$ cat src/rtl/aperture_pkg.sv
package aperture_pkg;
  parameter int ADDR_W  = 16;
  parameter int PAGE_SH = 8;
  parameter int PG_W    = ADDR_W - PAGE_SH;
  parameter int WID_W   = 16;
  parameter int PHYS_W  = 25;
  parameter int BASE_IX = 5;

  typedef struct packed {
    logic [PHYS_W-1:0] base;
    logic [PG_W-1:0]   start;
    logic [PG_W-1:0]   count;
    logic [PG_W-1:0]   stride;
    logic [WID_W-1:0]  width;
  } desc_t;

  typedef enum logic [1:0] {S_IDLE, S_CHECK, S_DIV} xl_state_t;
endpackage

$ cat src/rtl/aperture_desc_regs.sv
module aperture_desc_regs
  import aperture_pkg::*;
(
  input  logic       clk,
  input  logic       rst,
  input  logic       we,
  input  logic [3:0] idx,
  input  logic [7:0] wdata,
  input  logic       load,
  output desc_t      act
);
  desc_t stg;

  always_ff @(posedge clk) begin
    if (rst) begin
      stg <= '0;
    end else if (we) begin
      case (idx)
        4'd0: stg.start  <= wdata;
        4'd1: stg.count  <= wdata;
        4'd2: stg.stride <= wdata;
        4'd3: stg.width[7:0]  <= wdata;
        4'd4: stg.width[15:8] <= wdata;
        default: ;
      endcase
      for (int b = 0; b < PHYS_W; b++) begin
        if (int'(idx) == BASE_IX + b / 8) stg.base[b] <= wdata[b % 8];
      end
    end
  end

  always_ff @(posedge clk) begin
    if (rst)       act <= '0;
    else if (load) act <= stg;
  end
endmodule

$ cat src/rtl/aperture_divider.sv
module aperture_divider #(
  parameter int W = 16
) (
  input  logic         clk,
  input  logic         rst,
  input  logic         start,
  input  logic [W-1:0] dividend,
  input  logic [W-1:0] divisor,
  output logic         done,
  output logic [W-1:0] quo,
  output logic [W-1:0] rem
);
  localparam int CW = $clog2(W + 1);

  logic [W-1:0] div_q;
  logic [W-1:0] dvd_q;
  logic [CW-1:0] cnt;
  logic         run;
  logic [W:0]   trial;

  assign trial = {rem, quo[W-1]};

  always_ff @(posedge clk) begin
    if (rst) begin
      run <= 1'b0; done <= 1'b0; cnt <= '0;
      quo <= '0; rem <= '0; div_q <= '0; dvd_q <= '0;
    end else begin
      done <= 1'b0;
      if (start) begin
        run <= 1'b1; cnt <= CW'(W);
        quo <= dividend; rem <= '0;
        div_q <= divisor; dvd_q <= dividend;
      end else if (run) begin
        if (trial >= {1'b0, div_q}) begin
          rem <= W'(trial - {1'b0, div_q});
          quo <= {quo[W-2:0], 1'b1};
        end else begin
          rem <= trial[W-1:0];
          quo <= {quo[W-2:0], 1'b0};
        end
        cnt <= cnt - 1'b1;
        if (cnt == CW'(1)) begin
          run <= 1'b0; done <= 1'b1;
        end
      end
    end
  end


  rem_bound_chk: assert property (@(posedge clk) disable iff (rst)
    done |-> rem < div_q);


  div_identity_chk: assert property (@(posedge clk) disable iff (rst)
    done |-> ({W'(0), quo} * {W'(0), div_q} + {W'(0), rem}) == {W'(0), dvd_q});
endmodule

$ cat src/rtl/aperture_xlate.sv
module aperture_xlate
  import aperture_pkg::*;
#(
  parameter int P_W = PHYS_W
) (
  input  logic              clk,
  input  logic              rst,
  input  logic              cfg_we,
  input  logic [3:0]        cfg_addr,
  input  logic [7:0]        cfg_wdata,
  input  logic              req_valid,
  input  logic [ADDR_W-1:0] req_addr,
  output logic              busy,
  output logic              rsp_valid,
  output logic              rsp_hit,
  output logic [P_W-1:0]    rsp_paddr
);
  localparam int RS_W = P_W - PAGE_SH;

  xl_state_t         state;
  desc_t             act;
  logic [ADDR_W-1:0] addr_q;
  logic              accept;
  logic [PG_W:0]     page_end;
  logic              hit;
  logic              linear;
  logic [ADDR_W-1:0] offset;
  logic              div_start;
  logic              div_done;
  logic [WID_W-1:0]  quo;
  logic [WID_W-1:0]  rem;
  logic [RS_W-1:0]   row_scaled;

  assign busy   = (state != S_IDLE);
  assign accept = req_valid && !busy;

  aperture_desc_regs u_regs (
    .clk(clk), .rst(rst), .we(cfg_we), .idx(cfg_addr),
    .wdata(cfg_wdata), .load(accept), .act(act)
  );

  assign page_end  = {1'b0, act.start} + {1'b0, act.count};
  assign hit       = (addr_q[ADDR_W-1:PAGE_SH] >= act.start) &&
                     ({1'b0, addr_q[ADDR_W-1:PAGE_SH]} < page_end);
  assign linear    = (act.width == '0) || (act.stride == '0);
  assign offset    = addr_q - {act.start, {PAGE_SH{1'b0}}};
  assign div_start = (state == S_CHECK) && hit && !linear;

  aperture_divider #(.W(WID_W)) u_div (
    .clk(clk), .rst(rst), .start(div_start), .dividend(offset),
    .divisor(act.width), .done(div_done), .quo(quo), .rem(rem)
  );

  assign row_scaled = RS_W'(quo) * RS_W'(act.stride);

  always_ff @(posedge clk) begin
    if (rst) begin
      state <= S_IDLE; addr_q <= '0;
      rsp_valid <= 1'b0; rsp_hit <= 1'b0; rsp_paddr <= '0;
    end else begin
      rsp_valid <= 1'b0;
      case (state)
        S_IDLE: if (req_valid) begin
          addr_q <= req_addr;
          state  <= S_CHECK;
        end
        S_CHECK: begin
          if (!hit) begin
            rsp_valid <= 1'b1; rsp_hit <= 1'b0; rsp_paddr <= '0;
            state <= S_IDLE;
          end else if (linear) begin
            rsp_valid <= 1'b1; rsp_hit <= 1'b1;
            rsp_paddr <= act.base + P_W'(offset);
            state <= S_IDLE;
          end else begin
            state <= S_DIV;
          end
        end
        S_DIV: if (div_done) begin
          rsp_valid <= 1'b1; rsp_hit <= 1'b1;
          rsp_paddr <= act.base + {row_scaled, {PAGE_SH{1'b0}}} + P_W'(rem);
          state <= S_IDLE;
        end
        default: state <= S_IDLE;
      endcase
    end
  end


  rsp_pulse_chk: assert property (@(posedge clk) disable iff (rst)
    rsp_valid |=> !rsp_valid);


  rsp_idle_chk: assert property (@(posedge clk) disable iff (rst)
    rsp_valid |-> !busy);


  miss_zero_chk: assert property (@(posedge clk) disable iff (rst)
    (rsp_valid && !rsp_hit) |-> (rsp_paddr == '0));


  snap_hold_chk: assert property (@(posedge clk) disable iff (rst)
    (busy && $past(busy)) |-> $stable(act));
endmodule

$ cat config.mk
export PLATFORM = sky130hd
export DESIGN_NAME = aperture_xlate
export DESIGN_NICKNAME = d
export VERILOG_FILES = /design/src/rtl/aperture_pkg.sv /design/src/rtl/aperture_desc_regs.sv /design/src/rtl/aperture_divider.sv /design/src/rtl/aperture_xlate.sv
export SDC_FILE = /design/constraint.sdc
export NUM_CORES = 1
export LEC_CHECK = 0
export BUFFER_PORTS_ARGS = -buffer_cell sky130_fd_sc_hd__buf_2
export CORE_MARGIN = 2
export CORE_UTILIZATION = 40
export CTS_BUF_LIST = sky130_fd_sc_hd__clkbuf_4 sky130_fd_sc_hd__clkbuf_8 sky130_fd_sc_hd__clkbuf_16
export CTS_CLUSTER_SIZE = 8
export DETAILED_ROUTE_END_ITERATION = 7
export PLACE_DENSITY_LB_ADDON = 0.2
export SYNTH_ARGS = -nofsm -noshare
export SYNTH_HDL_FRONTEND = slang
export SYNTH_SLANG_ARGS = --single-unit
$ cat constraint.sdc
create_clock -name clk -period 12.38 [get_ports clk]
set_input_delay 1.857 -clock clk [delete_from_list [all_inputs] [get_ports clk]]
set_output_delay 1.857 -clock clk [all_outputs]
set_load 0.02 [all_outputs]
==> run metrics, run 1 <==
Via-to-Cell Ratio between 5 and 6; multi-input gate area in the final layout a little under 0.01 mm2; site row count around 70; HP Start u_regs.stg[42]$_SDFFE_PP0P_; setup bufs post-CTS 0; Fmax ~140 MHz; Hold Vio Cnt, Final 0; first-pass GRT wire length roughly 66000 um; Area growth syn-to-layout 10.23%; hold crit path type register to register; H-tree depth 2; # fillers roughly 3900; layout cells sized above 1 0.06775; grt ovf 0; Worst-Margin Slew approximately 1100 ps; Tot Pwr between 1.5 and 2 mW; max_cap viols 0; 1st-iter DRT viols between 600 and 700; initial core utilization 0.4032; setup TNS 0 ps; GP Congestion approximately 0.90; drt drc 0; Crit path arrival time 7540 ps; final cycle utilization of the critical path 0.5776; Mapped Nets 2062; Finished Core Util 0.4444; Final nets 2077; post-CTS sizing 0; Critical R2R Launch u_regs.act[18]$_SDFFE_PP0P_; Total Wirelength between 40000 and 50000 um; reg2reg end rsp_paddr[24]$_SDFFE_PP0P_; Gate Count Post-Synth 1827; Ys Warns 0; Synth Flop Type dfxtp_1; register area 0.004606 mm2; Post-synth EDFFs 0; Seq/Total Area, Yosys 0.2969; critical path type register to register; R2R depth 27; vias post-DR ~12000; worst skew pair latency between 500 and 600 ps; Post-synth ARST share 0; Worst EP required between 10000 and 15000 ps; kind of end point of the critical path register; Clock Skews 31.15 ps; Max VDD drop ~0.000098 V; Pins Over Slew Limit 0; mean post-synth cell area between 8 and 9 um2; pwr/cell area about 100 mW/mm2; Antenna Nets Post-Route 0; die height 200.9 um; gr usage total 0.2059; core area 0.03847 mm2; crit path launch type register; Antenna diodes 0; Static Leak roughly 7.6 nW; WL/cell approximately 18 um; status completed; vias in the first global route roughly 12000; die area between 0.04 and 0.05 mm2; clk root buf clkbuf_16; Hold Path Sink u_regs.act[42]$_SDFFE_PP0P_; most frequent cells in the layout 229 x dfxtp_1, 219 x nand2_1, 174 x nor2_1, 163 x inv_1, 147 x a21oi_1; Reg2Reg Setup Slack between 5000 and 6000 ps; die width between 200 and 250 um; Rel. slew slack 0.2842; DPL Wire Length roughly 31000 um; most common cell after layout, fill and taps aside dfxtp_1; total CTS buffers 34; RSZ-0062 raised after global routing false; Seq cells post-synth 230; CTS max path bufs 3; Final Setup Violations 0; Top Ports 60; Max FO, Critical Path 17; Hold-fix buffers, CTS 0; Buffers on Ports 59; Num Clock Sinks 230; TritonCTS clock tree done; antenna violations before repair 2; Final min period between 7000 and 8000 ps; distinct cell type count after synthesis 65; clk slew on worst S/H paths 60 ps; drt first pass iters 5; WHS Path Cells 2; Post-Syn Area 0.01551 mm2; largest net degree at the start of global routing 108
power by group:
part / internal [mW] / switching (mW)
sequential: 0.757 / 0.0126
clock: 0.492 / 0.318
combinational: 0.0455 / 0.105
worst max-delay path by stage:
stage                                start                    endpoint  slack, ps  cells after the start
2_1_floorplan  u_regs.act[23]$_SDFFE_PP0P_  rsp_paddr[24]$_SDFFE_PP0P_       5810                     28
3_3_place_gp   u_regs.act[18]$_SDFFE_PP0P_  rsp_paddr[24]$_SDFFE_PP0P_       5330                     27
3_5_place_dp   u_regs.act[19]$_SDFFE_PP0P_  rsp_paddr[24]$_SDFFE_PP0P_       5200                     27
4_1_cts        u_regs.act[19]$_SDFFE_PP0P_  rsp_paddr[24]$_SDFFE_PP0P_       5170                     27
5_1_grt        u_regs.act[20]$_SDFFE_PP0P_  rsp_paddr[24]$_SDFFE_PP0P_       4820                     27
6_report       u_regs.act[18]$_SDFFE_PP0P_  rsp_paddr[24]$_SDFFE_PP0P_       5230                     27
metal layers:
layer,vias to the layer above,global-route usage,wire (um)
li1,6181,-,-
met1,5845,0.2841,19820
met2,239,0.3288,18830
met3,57,0.03636,2086
met4,2,0.06138,1064
met5,-,0,9
state kept, by name, summed over array words and instances (netlist names):
register	flops
u_div.run	1
u_div.div_q	16
addr_q	16
u_div.rem	16
rsp_valid	1
u_div.done	1
rsp_paddr	25
u_div.cnt	5
u_regs.stg	65
state	2
u_regs.act	65
rsp_hit	1
u_div.quo	16
synthesized netlist by cell type (11+ instances only):
master,number,area share
a21oi_1,147,0.047
mux2i_1,103,0.066
nor2_1,174,0.042
nand3_1,13,0.0042
ha_1,124,0.10
fa_1,79,0.10
a221oi_1,14,0.0079
and3_1,11,0.0044
inv_1,163,0.039
dfxtp_1,230,0.30
a211oi_1,43,0.021
xnor2_1,64,0.036
nand2_1,220,0.053
xor2_1,28,0.016
o21bai_1,12,0.0058
a21o_1,23,0.011
clkbuf_1,78,0.019
o21ai_1,15,0.0048
and2_1,88,0.035
nand2b_1,12,0.0048
nor3_1,37,0.012
o21ai_0,16,0.0052
stage by stage:
stage	instances	hold WS (ps)	instance area [um2]	setup WS, ps
floorplan	1827	431.2	15510	5809
global placement	2324	435.9	16200	5328
detailed placement	2324	443.9	16200	5198
CTS	2363	444.6	17100	5168
global route	2363	465.4	17100	4818
finish	2363	440.7	17100	5230
area by class of cell:
| cell class | count | area share |
|---|---|---|
| inverters | 164 | 0.03601 |
| repair buffers | 70 | 0.02247 |
| multi-input cells | 1342 | 0.5816 |
| flip-flops and latches | 230 | 0.2694 |
| well taps | 518 | 0.03791 |
| clock inverters | 3 | 0.001976 |
| clock buffers | 36 | 0.05065 |
worst max-delay path: stages (launching register included):
cell,delay [ps]
dfxtp_1,700
nand2_1,140
fa_1,470
fa_1,490
inv_1,60
fa_1,530
inv_1,50
fa_1,520
inv_1,40
ha_1,320
inv_1,100
o21bai_1,80
a21oi_1,300
nor2b_1,120
o21a_1,180
nor2_1,120
xnor2_1,160
ha_1,270
ha_1,380
and2_1,190
a311o_1,330
a21o_1,190
a221o_1,380
o211ai_2,190
and3_1,200
o21ai_1,60
nor3b_1,130
o311a_1,320
cells by family (layout without fill, tap and decap cells):
logic type / after synthesis / after routing / synth area share
AND/OR/NAND/NOR: 601 / 601 / 0.1769
buffers and inverters: 255 / 273 / 0.06228
XOR/XNOR: 93 / 93 / 0.05301
AO/OA/AOI/OAI: 341 / 341 / 0.1417
adder cells (fa/ha/maj): 203 / 203 / 0.2020
multiplexers: 104 / 104 / 0.06720
flip-flops: 230 / 230 / 0.2969
Power figures use the tool's default switching activity.
==> run 2, diff against run 1 <==
clock period = 6.6 ns   (was 12.38 ns; I/O delays follow)
==> run 2 against run 1 <==
  * Combinational power up 86%
  * First-iteration DRC count up 8.7%
  * Die area unchanged
  * Sequential power up 87%
  * Sequential cell count unchanged
  * Critical path depth unchanged
  * Sequential share of layout area down 0.63 points
  * Non-clock buffer count up 43
  * Wire length up 0.83%
  * Via count up 1.4%
  * Cell count up 1.8%
  * Clock-buffer cell count unchanged
==> run metrics, run 2 (synthesis gave the netlist of run 1 again) <==
switching power approximately 0.84 mW; Internal 2.436 mW; max_cap viols 0; site row count 72; Clock Skews 14.00 ps; status completed; Final min period approximately 6400 ps; vias post-DR ~13000; pwr/cell area about 190 mW/mm2; total CTS buffers 34; Buffers on Ports 59; Worst-Margin Slew about 1200 ps; multi-input gate area in the final layout 0.01007 mm2; Via-to-Cell Ratio between 5 and 6; most frequent cells in the layout 219 x nand2_1, 219 x dfxtp_1, 173 x nor2_1, 163 x inv_1, 145 x a21oi_1; dpl cells roughly 2400; WL/cell about 18 um; Static Leak between 7 and 8 nW; sw frac 0.2564; final cycle utilization of the critical path 0.9622; Rel. slew slack 0.2128; Area growth syn-to-layout 13.42%; 1st-iter DRT viols 752; Fmax ~160 MHz; first-pass GRT wire length around 67000 um; die width ~200 um; clk slew on worst S/H paths roughly 50 ps; largest net degree at the start of global routing 93; DPL Wire Length around 32000 um; Max FO, Critical Path 6; # fillers 3846; antenna violations before repair 1; Pins Over Slew Limit 0; crit path launch type register; Num Clock Sinks 230; die height between 200 and 250 um; clk root buf clkbuf_16; Crit path arrival time around 6800 ps; Clk pwr share 0.475; met1 Track Usage GR 0.2861; combinational share of power 0.086; kind of end point of the critical path register; M3 GR Usage 0.02695; Hold Vio Cnt, Final 0; drt first pass iters 5; Antenna diodes 0; Final Non-Filler Cells between 2000 and 2500; die area slightly above 0.04 mm2; worst skew pair latency about 520 ps; vias in the first global route between 10000 and 15000; GP Congestion 0.8871; critical path type register to register; sequential power share 0.439; grt peak-use layer met2; core area ~0.038 mm2; Top Ports 60; H-tree depth 2; Antenna Nets Post-Route 0; grt ovf 0; Total Wirelength ~42000 um; Final Setup Violations 0; Worst EP required approximately 7000 ps; TritonCTS clock tree done; Hold WS ~440 ps; layout cells sized above 1 0.1022; M2 GR Usage 0.3360; CTS max path bufs 3; Regs by FF count u_regs.act: 65 flops, u_regs.stg: 65 flops, rsp_paddr: 25 flops; register area about 0.0046 mm2; Max VDD drop about 0.00022 V; Final nets around 2100; initial core utilization 0.4032; drt drc 0; Hold-fix buffers, CTS 0; hold crit path type register to register; gr usage total 0.2072
## run 2: changes by cell type in the layout (fill, tap and decap cells not counted), sizes merged
cell | before | now
buf | 70 | 113
## run 2: power groups by stage
stage	combinational (mW)	sequential [mW]	clock [mW]
finish	0.281	1.44	1.56
global route	0.308	1.44	1.64
CTS	0.284	1.44	1.59
detailed placement	0.283	1.47	0
global placement	0.279	1.47	0
floorplan	0.173	1.48	0
## run 2: layer usage
layer | vias up | part of all wire
li1 | 6258 | -
met4 | 0 | 0.028
met3 | 59 | 0.036
met1 | 5978 | 0.48
met5 | - | 0
met2 | 205 | 0.46
## run 2: metrics by stage
| stage | cell area (um2) | total power, mW | TNS, ps | utilization | setup slack, ps |
|---|---|---|---|---|---|
| finish | 17590 | 3.276 | 0 | 0.4573 | 249.2 |
| floorplan | 15510 | 1.649 | 0 | - | 28.62 |
| detailed placement | 16490 | 1.751 | -81.66 | 0.4286 | -81.66 |
| global placement | 16490 | 1.746 | -19.22 | 0.4286 | -19.22 |
| global route | 17590 | 3.392 | -4.850 | 0.4573 | -4.850 |
| CTS | 17420 | 3.316 | 0 | 0.4529 | 0.8451 |
## run 2: final timing paths
kind,start,to,slack [ps],cells past startpoint
hold / removal,u_regs.stg[32]$_SDFFE_PP0P_,u_regs.act[32]$_SDFFE_PP0P_,440,2
setup reg to reg,u_div.quo[2]$_SDFFE_PP0P_,rsp_paddr[24]$_SDFFE_PP0P_,250,27
setup / recovery,u_div.quo[2]$_SDFFE_PP0P_,rsp_paddr[24]$_SDFFE_PP0P_,250,27
hold reg to reg,u_regs.stg[32]$_SDFFE_PP0P_,u_regs.act[32]$_SDFFE_PP0P_,440,2
## run 2: what timing repair did
item                                    4_1_cts  5_1_grt
buffers inserted                              0        4
pin swaps                                     1       20
resized for setup                             6       25
endpoints found under the setup margin        1        2
## run 2: worst max-delay path, cell delays in order, from the launching register on
cell and delay, ps:
dfxtp_4 370, nand2_1 80, fa_1 500, fa_1 530, inv_1 60, fa_1 530, inv_1 50, fa_1 540
inv_1 70, ha_4 270, inv_1 50, o21bai_1 160, a21oi_2 90, nor2b_1 150, o21a_1 160, nor2_2 50
xnor2_2 140, ha_1 330, ha_4 220, buf_4 130, a311o_1 320, a21o_1 190, a221o_1 350, o211ai_2 180
and3_4 200, o21ai_1 50, nor3b_1 140, o311a_1 320
## run 2: layout make-up
| cell class | count | area share |
|---|---|---|
| Clock buffer | 36 | 0.04922 |
| Clock inverter | 3 | 0.003201 |
| Tap cell | 518 | 0.03684 |
| Sequential cell | 230 | 0.2631 |
| Inverter | 164 | 0.03500 |
| Timing Repair Buffer | 113 | 0.04019 |
| Multi-Input combinational cell | 1342 | 0.5724 |
==> run 3, diff against run 2 <==
SLEW_MARGIN = 0   (was not set)
clock period = 6.78 ns   (was 6.6 ns; I/O delays follow)
==> run 3 against run 2 <==
  * Register-to-register slack hardly changed
  * Setup slack worse by 4.9 ps
  * Sequential share of layout area is 0.37 points higher
  * Die area stayed put
  * Largest cell class unchanged
==> run metrics, run 3 (synthesis gave the netlist of run 1 again) <==
Worst EP required a little over 7000 ps; critical path type register to register; worst skew pair latency ~500 ps; site row count 72; Antenna Nets Post-Route 0; core area around 0.038 mm2; drt first pass iters 5; Final min period 6536 ps; vias in the first global route roughly 12000; Final nets 2101; kind of end point of the critical path register; drt drc 0; H-tree depth 2; hold crit path type register to register; crit path launch type register; die height 200.9 um; Hold WS 442.4 ps; Static Leak between 7 and 8 nW; pre-CTS setup slack ~93 ps; RSZ-0062 raised after global routing false; Cell Area, Placed 0.01637 mm2; die area roughly 0.040 mm2; Clock Skews 11.71 ps; fin worst setup slack about 240 ps; gr usage total 0.2105; Max VDD drop between 0.00015 and 0.0002 V; Worst-Margin Slew just over 1000 ps; WL/cell between 15 and 20 um; layout cells sized above 1 0.08507; largest net degree at the start of global routing 82; status completed; Total Wirelength between 40000 and 50000 um; pwr/cell area around 180 mW/mm2; die width approximately 200 um; Regs by FF count u_regs.act: 65 flops, u_regs.stg: 65 flops, rsp_paddr: 25 flops; Fmax 153.0 MHz; clk root buf clkbuf_16; final cycle utilization of the critical path 0.9640; most common cell after layout, fill and taps aside dfxtp_1; CTS max path bufs 3; first-pass GRT wire length 67700 um; Rel. slew slack 0.3150; Final Setup Violations 0; # fillers ~3800; setup TNS 0 ps; TritonCTS clock tree done; Area growth syn-to-layout 11.57%; Antenna diodes 0; total CTS buffers 34; Crit path arrival time about 6900 ps; vias post-DR between 10000 and 15000; grt ovf 0; clk slew on worst S/H paths 50 ps; DPL Wire Length roughly 32000 um; most frequent cells in the layout 223 x dfxtp_1, 219 x nand2_1, 174 x nor2_1, 163 x inv_1, 146 x a21oi_1; cell area after layout between 0.015 and 0.02 mm2; GP Congestion a little over 0.9; initial core utilization 0.4032; Hold Vio Cnt, Final 0; Top Ports 60; antenna violations before repair 1; Via-to-Cell Ratio 5.253; Pins Over Slew Limit 0; Max FO, Critical Path 6; Buffers on Ports approximately 60; max_cap viols 0; 1st-iter DRT viols about 700; Num Clock Sinks 230; Hold-fix buffers, CTS 0
run 3: cell count changes in the layout (fill, tap and decap cells not counted), sizes merged:
cell / before / now
buf: 113 / 94
run 3: per-layer routing:
layer,vias to the layer above,global-route usage,wire length (um)
met5,-,0,0
met4,0,0.06217,1053
met3,64,0.02614,1836
met2,264,0.3400,19380
met1,6008,0.2945,20060
li1,6203,-,-
run 3: layout make-up:
cell class	count	area, um2	share of cell area
multi-input combinational	1342	9960	0.5756
timing repair buffer	94	564.3	0.03261
clock buffer	36	865.8	0.05004
sequential	230	4616	0.2668
clock inverter	3	33.78	0.001952
inverter	164	615.6	0.03558
tap	518	648.1	0.03746
run 3: final timing paths:
check	from	end	slack, ps	cells after the start
max reg2reg	u_div.quo[1]$_SDFFE_PP0P_	rsp_paddr[24]$_SDFFE_PP0P_	240	26
min	u_regs.stg[47]$_SDFFE_PP0P_	u_regs.act[47]$_SDFFE_PP0P_	440	2
min reg2reg	u_regs.stg[47]$_SDFFE_PP0P_	u_regs.act[47]$_SDFFE_PP0P_	440	2
max	u_div.quo[1]$_SDFFE_PP0P_	rsp_paddr[24]$_SDFFE_PP0P_	240	26
run 3: through the flow:
step,cells,utilization,power [mW]
2_1_floorplan,1827,-,1.605
3_3_place_gp,2347,0.4255,1.702
3_5_place_dp,2347,0.4255,1.706
4_1_cts,2386,0.4489,3.192
5_1_grt,2387,0.4498,3.273
6_report,2387,0.4498,3.156
run 3: what timing repair did:
item	4_1_cts	5_1_grt
setup buffers	0	1
setup endpoints to repair	0	2
gates resized for setup	0	12
run 3: power breakdown:
group	internal, mW	switching, mW
Combinational	0.0832	0.192
Sequential	1.38	0.0217
Clock	0.898	0.580
Total	2.36	0.795
run 3: worst max-delay path, stage by stage (launching register included):
cell	delay (ps)
dfxtp_4	360
and2_1	170
fa_1	450
fa_1	550
inv_1	50
fa_1	460
fa_1	550
inv_1	40
ha_1	320
a21oi_1	230
o21bai_1	110
a21oi_2	180
nor2b_2	70
o21a_1	160
nor2_1	110
xnor2_1	130
ha_1	250
ha_1	300
and2_1	160
a311o_1	330
a21o_1	180
a221o_1	360
o211ai_2	190
and3_4	200
o21ai_1	50
nor3b_1	140
o311a_1	330
